<file path="src/rtl/ipv4v_pkg.sv">
package ipv4v_pkg;
  localparam int WORD_W   = 64;
  localparam int IDX_W    = 3;
  localparam int HDR_WDS  = 5;   // words 0..4 hold Ethernet + IPv4 header
  localparam int ACC_W    = 20;  // ten 16-bit terms fit without overflow

  typedef enum logic [1:0] {
    VD_FWD  = 2'b00,
    VD_CPU  = 2'b01,
    VD_DROP = 2'b10
  } vd_code_e;
endpackage

</file>
<file path="src/rtl/ipv4v_rst_sync.sv">
module ipv4v_rst_sync (
  input  logic clk,
  input  logic arst_n,
  output logic rst_n_o
);
  logic [1:0] sync_q;

  always_ff @(posedge clk or negedge arst_n) begin
    if (!arst_n) sync_q <= 2'b00;
    else         sync_q <= {sync_q[0], 1'b1};
  end

  assign rst_n_o = sync_q[1];
endmodule

</file>
<file path="src/rtl/ipv4v_field_cap.sv">
module ipv4v_field_cap
  import ipv4v_pkg::*;
(
  input  logic              clk,
  input  logic              rst_n,
  input  logic              beat,
  input  logic              sop,
  input  logic              eop,
  input  logic [WORD_W-1:0] data,
  output logic [IDX_W-1:0]  cur_idx,
  output logic              hdr_full,
  output logic [15:0]       etype,
  output logic [3:0]        ver,
  output logic [3:0]        ihl,
  output logic [15:0]       tlen,
  output logic [7:0]        ttl,
  output logic [15:0]       csum,
  output logic [31:0]       dst
);
  logic [IDX_W-1:0] idx_q, idx_n;

  assign cur_idx  = sop ? '0 : idx_q;
  assign hdr_full = (cur_idx == IDX_W'(HDR_WDS));

  always_comb begin
    idx_n = idx_q;
    if (beat) begin
      if (eop)            idx_n = '0;
      else if (!hdr_full) idx_n = cur_idx + 1'b1;
      else                idx_n = cur_idx;
    end
  end

  always_ff @(posedge clk or negedge rst_n) begin
    if (!rst_n) idx_q <= '0;
    else        idx_q <= idx_n;
  end

  // header fields: datapath registers, written only on their word
  always_ff @(posedge clk) begin
    if (beat && cur_idx == IDX_W'(1)) begin
      etype <= data[31:16];
      ver   <= data[15:12];
      ihl   <= data[11:8];
    end
    if (beat && cur_idx == IDX_W'(2)) begin
      tlen  <= data[63:48];
      ttl   <= data[15:8];
    end
    if (beat && cur_idx == IDX_W'(3)) begin
      csum       <= data[63:48];
      dst[31:16] <= data[15:0];
    end
    if (beat && cur_idx == IDX_W'(4)) begin
      dst[15:0]  <= data[63:48];
    end
  end
endmodule

</file>
<file path="src/rtl/ipv4v_csum.sv">
module ipv4v_csum
  import ipv4v_pkg::*;
(
  input  logic              clk,
  input  logic              rst_n,
  input  logic              beat,
  input  logic [IDX_W-1:0]  cur_idx,
  input  logic [WORD_W-1:0] data,
  output logic              sum_ok
);
  logic [ACC_W-1:0] acc_q, acc_n;
  logic [16:0]      fold1;
  logic [15:0]      fold2;

  always_comb begin
    acc_n = acc_q;
    if (beat) begin
      case (cur_idx)
        IDX_W'(1): acc_n = ACC_W'(data[15:0]);
        IDX_W'(2),
        IDX_W'(3): acc_n = acc_q + ACC_W'(data[63:48]) + ACC_W'(data[47:32])
                                 + ACC_W'(data[31:16]) + ACC_W'(data[15:0]);
        IDX_W'(4): acc_n = acc_q + ACC_W'(data[63:48]);
        default:   acc_n = acc_q;
      endcase
    end
  end

  always_ff @(posedge clk or negedge rst_n) begin
    if (!rst_n) acc_q <= '0;
    else        acc_q <= acc_n;
  end

  assign fold1  = 17'(acc_q[15:0]) + 17'(acc_q[ACC_W-1:16]);
  assign fold2  = fold1[15:0] + 16'(fold1[16]);
  assign sum_ok = (fold2 == 16'hFFFF);
endmodule

</file>
<file path="src/rtl/ipv4v_decide.sv">
module ipv4v_decide
  import ipv4v_pkg::*;
#(
  parameter logic [15:0] ETYPE_IP = 16'h0800,
  parameter int          LEN_MIN  = 64,
  parameter int          LEN_MAX  = 1500
) (
  input  logic        hdr_full,
  input  logic [15:0] etype,
  input  logic [3:0]  ver,
  input  logic [3:0]  ihl,
  input  logic [15:0] tlen,
  input  logic [7:0]  ttl,
  input  logic [15:0] csum,
  input  logic        sum_ok,
  output vd_code_e    code,
  output logic        ttl_exp,
  output logic [7:0]  new_ttl,
  output logic [15:0] new_csum
);
  logic [16:0] inc;
  logic        len_ok;

  assign len_ok   = (tlen >= 16'(LEN_MIN)) && (tlen <= 16'(LEN_MAX));
  assign inc      = 17'(csum) + 17'h0_0100;
  assign new_csum = inc[15:0] + 16'(inc[16]);
  assign new_ttl  = ttl - 8'd1;

  always_comb begin
    ttl_exp = 1'b0;
    if (!hdr_full)                              code = VD_DROP;
    else if (etype != ETYPE_IP || ver != 4'd4)  code = VD_CPU;
    else if (ihl < 4'd5)                        code = VD_DROP;
    else if (ihl > 4'd5)                        code = VD_CPU;
    else if (!sum_ok)                           code = VD_DROP;
    else if (ttl <= 8'd1) begin
      code    = VD_CPU;
      ttl_exp = 1'b1;
    end
    else if (!len_ok)                           code = VD_CPU;
    else                                        code = VD_FWD;
  end
endmodule

</file>
<file path="src/rtl/ipv4_hdr_check.sv">
module ipv4_hdr_check
  import ipv4v_pkg::*;
#(
  parameter logic [15:0] ETYPE_IP = 16'h0800,
  parameter int          LEN_MIN  = 64,
  parameter int          LEN_MAX  = 1500
) (
  input  logic              clk,
  input  logic              rst_n,
  input  logic [WORD_W-1:0] in_data,
  input  logic              in_sop,
  input  logic              in_eop,
  input  logic              in_valid,
  output logic              in_ready,
  input  logic              vd_ready,
  output logic              vd_valid,
  output logic [1:0]        vd_code,
  output logic              vd_ttl_exp,
  output logic [31:0]       vd_dst,
  output logic [7:0]        vd_ttl,
  output logic [15:0]       vd_csum
);
  logic             srst_n, beat, hdr_full, sum_ok;
  logic [IDX_W-1:0] cur_idx;
  logic [15:0]      etype, tlen, csum;
  logic [3:0]       ver, ihl;
  logic [7:0]       ttl;
  vd_code_e         code;

  assign in_ready = vd_ready;
  assign beat     = in_valid & in_ready;
  assign vd_valid = beat & in_eop;
  assign vd_code  = code;

  ipv4v_rst_sync u_rst (.clk(clk), .arst_n(rst_n), .rst_n_o(srst_n));

  ipv4v_field_cap u_cap (
    .clk(clk), .rst_n(srst_n), .beat(beat), .sop(in_sop), .eop(in_eop),
    .data(in_data), .cur_idx(cur_idx), .hdr_full(hdr_full), .etype(etype),
    .ver(ver), .ihl(ihl), .tlen(tlen), .ttl(ttl), .csum(csum), .dst(vd_dst)
  );

  ipv4v_csum u_sum (
    .clk(clk), .rst_n(srst_n), .beat(beat), .cur_idx(cur_idx),
    .data(in_data), .sum_ok(sum_ok)
  );

  ipv4v_decide #(.ETYPE_IP(ETYPE_IP), .LEN_MIN(LEN_MIN), .LEN_MAX(LEN_MAX)) u_dec (
    .hdr_full(hdr_full), .etype(etype), .ver(ver), .ihl(ihl), .tlen(tlen),
    .ttl(ttl), .csum(csum), .sum_ok(sum_ok), .code(code),
    .ttl_exp(vd_ttl_exp), .new_ttl(vd_ttl), .new_csum(vd_csum)
  );
endmodule

</file>
<file path="config.mk">
export PLATFORM = sky130hd
export DESIGN_NAME = ipv4_hdr_check
export DESIGN_NICKNAME = d
export VERILOG_FILES = /design/src/rtl/ipv4v_pkg.sv /design/src/rtl/ipv4v_rst_sync.sv /design/src/rtl/ipv4v_field_cap.sv /design/src/rtl/ipv4v_csum.sv /design/src/rtl/ipv4v_decide.sv /design/src/rtl/ipv4_hdr_check.sv
export SDC_FILE = /design/constraint.sdc
export NUM_CORES = 1
export LEC_CHECK = 0
export BUFFER_PORTS_ARGS = -buffer_cell sky130_fd_sc_hd__buf_2
export CORE_UTILIZATION = 52
export DETAILED_ROUTE_END_ITERATION = 6
export PLACE_DENSITY = 0.8
export SYNTH_ARGS = -nofsm -noshare
export SYNTH_HDL_FRONTEND = slang
export SYNTH_SLANG_ARGS = --single-unit
</file>
<file path="constraint.sdc">
create_clock -name clk -period 3.35 [get_ports clk]
set_clock_uncertainty 0.05 [all_clocks]
set_input_delay 0.335 -clock clk [delete_from_list [all_inputs] [get_ports clk]]
set_output_delay 0.335 -clock clk [all_outputs]
set_load 0.01 [all_outputs]
</file>
==> key figures <==
Synth
  • Register area share after synthesis: between 40% and 50%
  • Cell Area, Synth: ~0.0077 mm2
  • Yosys cell types: 68
  • Ys Warns: 0
  • Proportion of netlist area held by the largest area contributor: a little under two fifths
  • Avg Cell Area, Syn: around 12 um2
  • Ys async rst share: between 20% and 30%
  • Leading area contributor after synthesis: edfxtp_1
  • Main flop type after synthesis: edfxtp_1
  • Cells after synthesis: ~660
  • Synth top area cells: edfxtp_1 (38%), fa_1 (8.9%), ha_1 (8.5%)
  • Synth Register Bits: ~120
  • Syn_nets: between 800 and 900
  • EDFF count, synth: 96
  • Top-count cell post-synth: edfxtp_1
  • Post-synth top cells: edfxtp_1 (96), ha_1 (52), nor2_1 (51)

Flow run
  • Max-cap violations: 0

Global routing
  • GRT Util Overall: about a third
  • First-pass GRT wire length: 37.9 mm
  • Grt ovf: 0
  • Largest net degree at the start of global routing: 33
  • Vias in the first global route: ~7300
  • Antenna violations before repair: 0

Min path
  • Cells on Worst Hold Path: 1
  • Worst Hold Class: in -> reg

Clock tree
  • Clk sinks: 121
  • H-tree depth: 4
  • Worst-Skew Late Latency: 0.43 ns
  • CTS tree: done
  • Num CTS Buffers: 17
  • Clock Root Buffer: clkbuf_16
  • CTS clk-pin slew, worst paths: about 0.06 ns
  • Clock Path Buffers: 2

Final layout
  • Nets: approximately 1100
  • Design area: between 0.01 and 0.015 mm2
  • # diodes: 0
  • Share of cells above drive strength 1: 47.7%
  • Area growth syn-to-layout: 47.8%
  • Final Non-Filler Cells: around 1200

Pwr
  • Int Power: 0.00748 W
  • Sw Ratio: roughly 42%
  • Sequential power share: about 14%
  • Power Dens Cells: approximately 1100 mW/mm2
  • Maximum vdd drop: around 1200 uV
  • P_sw: about 0.0054 W
  • Pleak: roughly 4.7 nW
  • Comb power frac: between 70 and 80%
  • Clock network fraction of design power: approximately 15%

STA
  • Setup Viol. Count Final: 20
  • Crit share post-route: 137%
  • Slew @ Worst Pin: 1.22 ns
  • Final setup margin: -1.23 ns
  • RSZ-0062 raised after global routing: yes
  • TNS Setup: -17.32 ns
  • Max-slew violation count: 0
  • Fmax: about 0.22 GHz
  • Final hold vios: 0
  • Min cycle time layout: around 4.6 ns
  • Slew margin rel.: a little under a fifth

Detailed routing
  • Drt via density: about 6.3
  • Vias: between 7000 and 8000
  • Drt pass-1 iters: 6
  • WL final: roughly 28 mm
  • Wire per inst: roughly 24 um
  • Final ANT Viol Nets: 0
  • Residual DRC: 0
  • First-iteration detailed-routing DRC count: between 800 and 900

Place
  • Cells after DPL: between 1000 and 1500
  • IO buf count: 130
  • Placed Instance Area: around 0.0097 mm2
  • GP Congestion: about 0.94
  • Post-detail-place hpwl: 17.6 mm

Floorplanning
  • Die Span Y: between 100 and 150 um
  • Core ar.: 0.0141 mm2
  • Row count: 43
  • Die X: approximately 120 um
  • Die footprint: roughly 0.015 mm2
  • Io pins: about 130
  • Initial Util: between 50 and 60%

Status
  • Failing checks: negative setup slack
  • Run status: complete, but fails checks

Worst setup path
  • Worst path required time: between 3 and 4 ns
  • Crit Path Class: reg -> reg
  • CP arrival: around 4.9 ns
  • Worst setup EP type: flop
  • Worst setup SP type: flop
  • Worst-path fanout max: 3
  • R2R depth: 20
-- metrics by stage --
| step | total power (W) | utilization, % | hold slack [ns] | setup slack, ns |
|---|---|---|---|---|
| after floorplan | 0.00576 | - | -0.0106 | -0.876 |
| after global placement | 0.00795 | 68.7 | 0.0699 | -1.12 |
| after detailed placement | 0.00818 | 68.7 | 0.0719 | -1.24 |
| after CTS | 0.0111 | 77.0 | 0.0646 | -1.08 |
| after global routing | 0.0134 | 80.2 | 0.0667 | -1.43 |
| final | 0.0129 | 80.2 | 0.0635 | -1.23 |
-- power by group through the flow --
stage                     Clock, W  Sequential [W]  Combinational [W]
after floorplan                  0         0.00188            0.00387
after global placement           0         0.00184            0.00610
after detailed placement         0         0.00185            0.00632
after CTS                  0.00190         0.00183            0.00741
after global routing       0.00197         0.00185            0.00963
final                      0.00191         0.00184            0.00917
-- registers in the layout (all words and copies together), names as in the netlist --
name,flops
u_cap.csum,16
u_cap.tlen,16
u_cap.etype,16
u_cap.idx_q,3
u_rst.sync_q,2
u_cap.dst,32
u_cap.ttl,8
u_sum.acc_q,20
u_cap.ver,4
u_cap.ihl,4
-- logic make-up after synthesis --
kind of cell | count (synthesis) | share of synthesized area, %
other cells | 1 | 0.0490
compound gates | 160 | 15.1
mux | 3 | 0.409
simple gates | 188 | 12.6
buf+inv | 43 | 2.19
flops | 121 | 45.8
fa+ha+maj | 86 | 17.4
xor+xnor | 56 | 6.41
-- routing by layer --
metal	global-route usage, %	part of all wire, %
met1	40.1	35
met2	59.1	49
met3	7.38	10
met4	19.4	5.9
met5	0	0
-- worst paths after layout --
check | start | slack, ns | to
setup / recovery | u_sum.acc_q[0] | -1.23 | u_sum.acc_q[12]
hold / removal | in_data[22] | 0.06 | u_cap.etype[6]
setup reg to reg | u_sum.acc_q[0] | -1.23 | u_sum.acc_q[12]
hold reg to reg | u_rst.sync_q[0] | 0.30 | u_rst.sync_q[1]
max in group asynchronous | u_rst.sync_q[1] | 1.98 | u_sum.acc_q[1]
min in group asynchronous | rst_n | 0.17 | u_rst.sync_q[0]
-- critical path: stages, from the launching register on --
cell and delay (ns):
dfrtp_1 0.36, ha_2 0.19, inv_2 0.04, fa_2 0.37, nor2b_4 0.13, o31a_1 0.22
o21ai_2 0.09, a21boi_2 0.18, o21ai_2 0.09, a21oi_2 0.23, nor2_4 0.07, fa_1 0.54
ha_4 0.23, buf_6 0.13, a311oi_4 0.34, a31oi_4 0.17, o21a_1 0.22, o21a_1 0.20
o21ai_1 0.11, or3b_4 0.39, a31oi_2 0.15
-- layout by cell type (no fill, tap or decap), types with 10 or more instances in the layout --
cell type	Yosys	layout
buf_6	0	12
xnor2_1	37	28
buf_2	2	130
a21oi_1	36	21
fa_1	34	29
dfrtp_1	25	24
clkbuf_16	0	17
buf_4	1	166
o21ai_0	21	11
nand2_1	34	30
nor2_1	51	41
a211oi_1	12	10
ha_1	52	33
a21oi_2	0	13
nand3_1	23	19
edfxtp_1	96	96
ha_4	0	13
inv_1	32	29
xor2_1	19	16
-- layout make-up --
cell class | count | area [um2]
Inverter | 33 | 124
Sequential cell | 121 | 3510
Timing Repair Buffer | 310 | 2060
Multi-Input combinational cell | 494 | 4790
Tap cell | 180 | 225
Fill cell | 775 | 2790
Clock inverter | 9 | 150
Clock buffer | 23 | 448
-- what timing repair did --
| action | 4_1_cts | 5_1_grt |
|---|---|---|
| pin swaps | 60 | 66 |
| endpoints found under the hold margin | 2 | 0 |
| gates resized for setup | 78 | 62 |
| buffers inserted | 24 | 17 |
| hold buffers | 1 | 0 |
| endpoints found under the setup margin | 23 | 24 |
| cloned | 0 | 0 |
(Power assumes the default switching activity.)
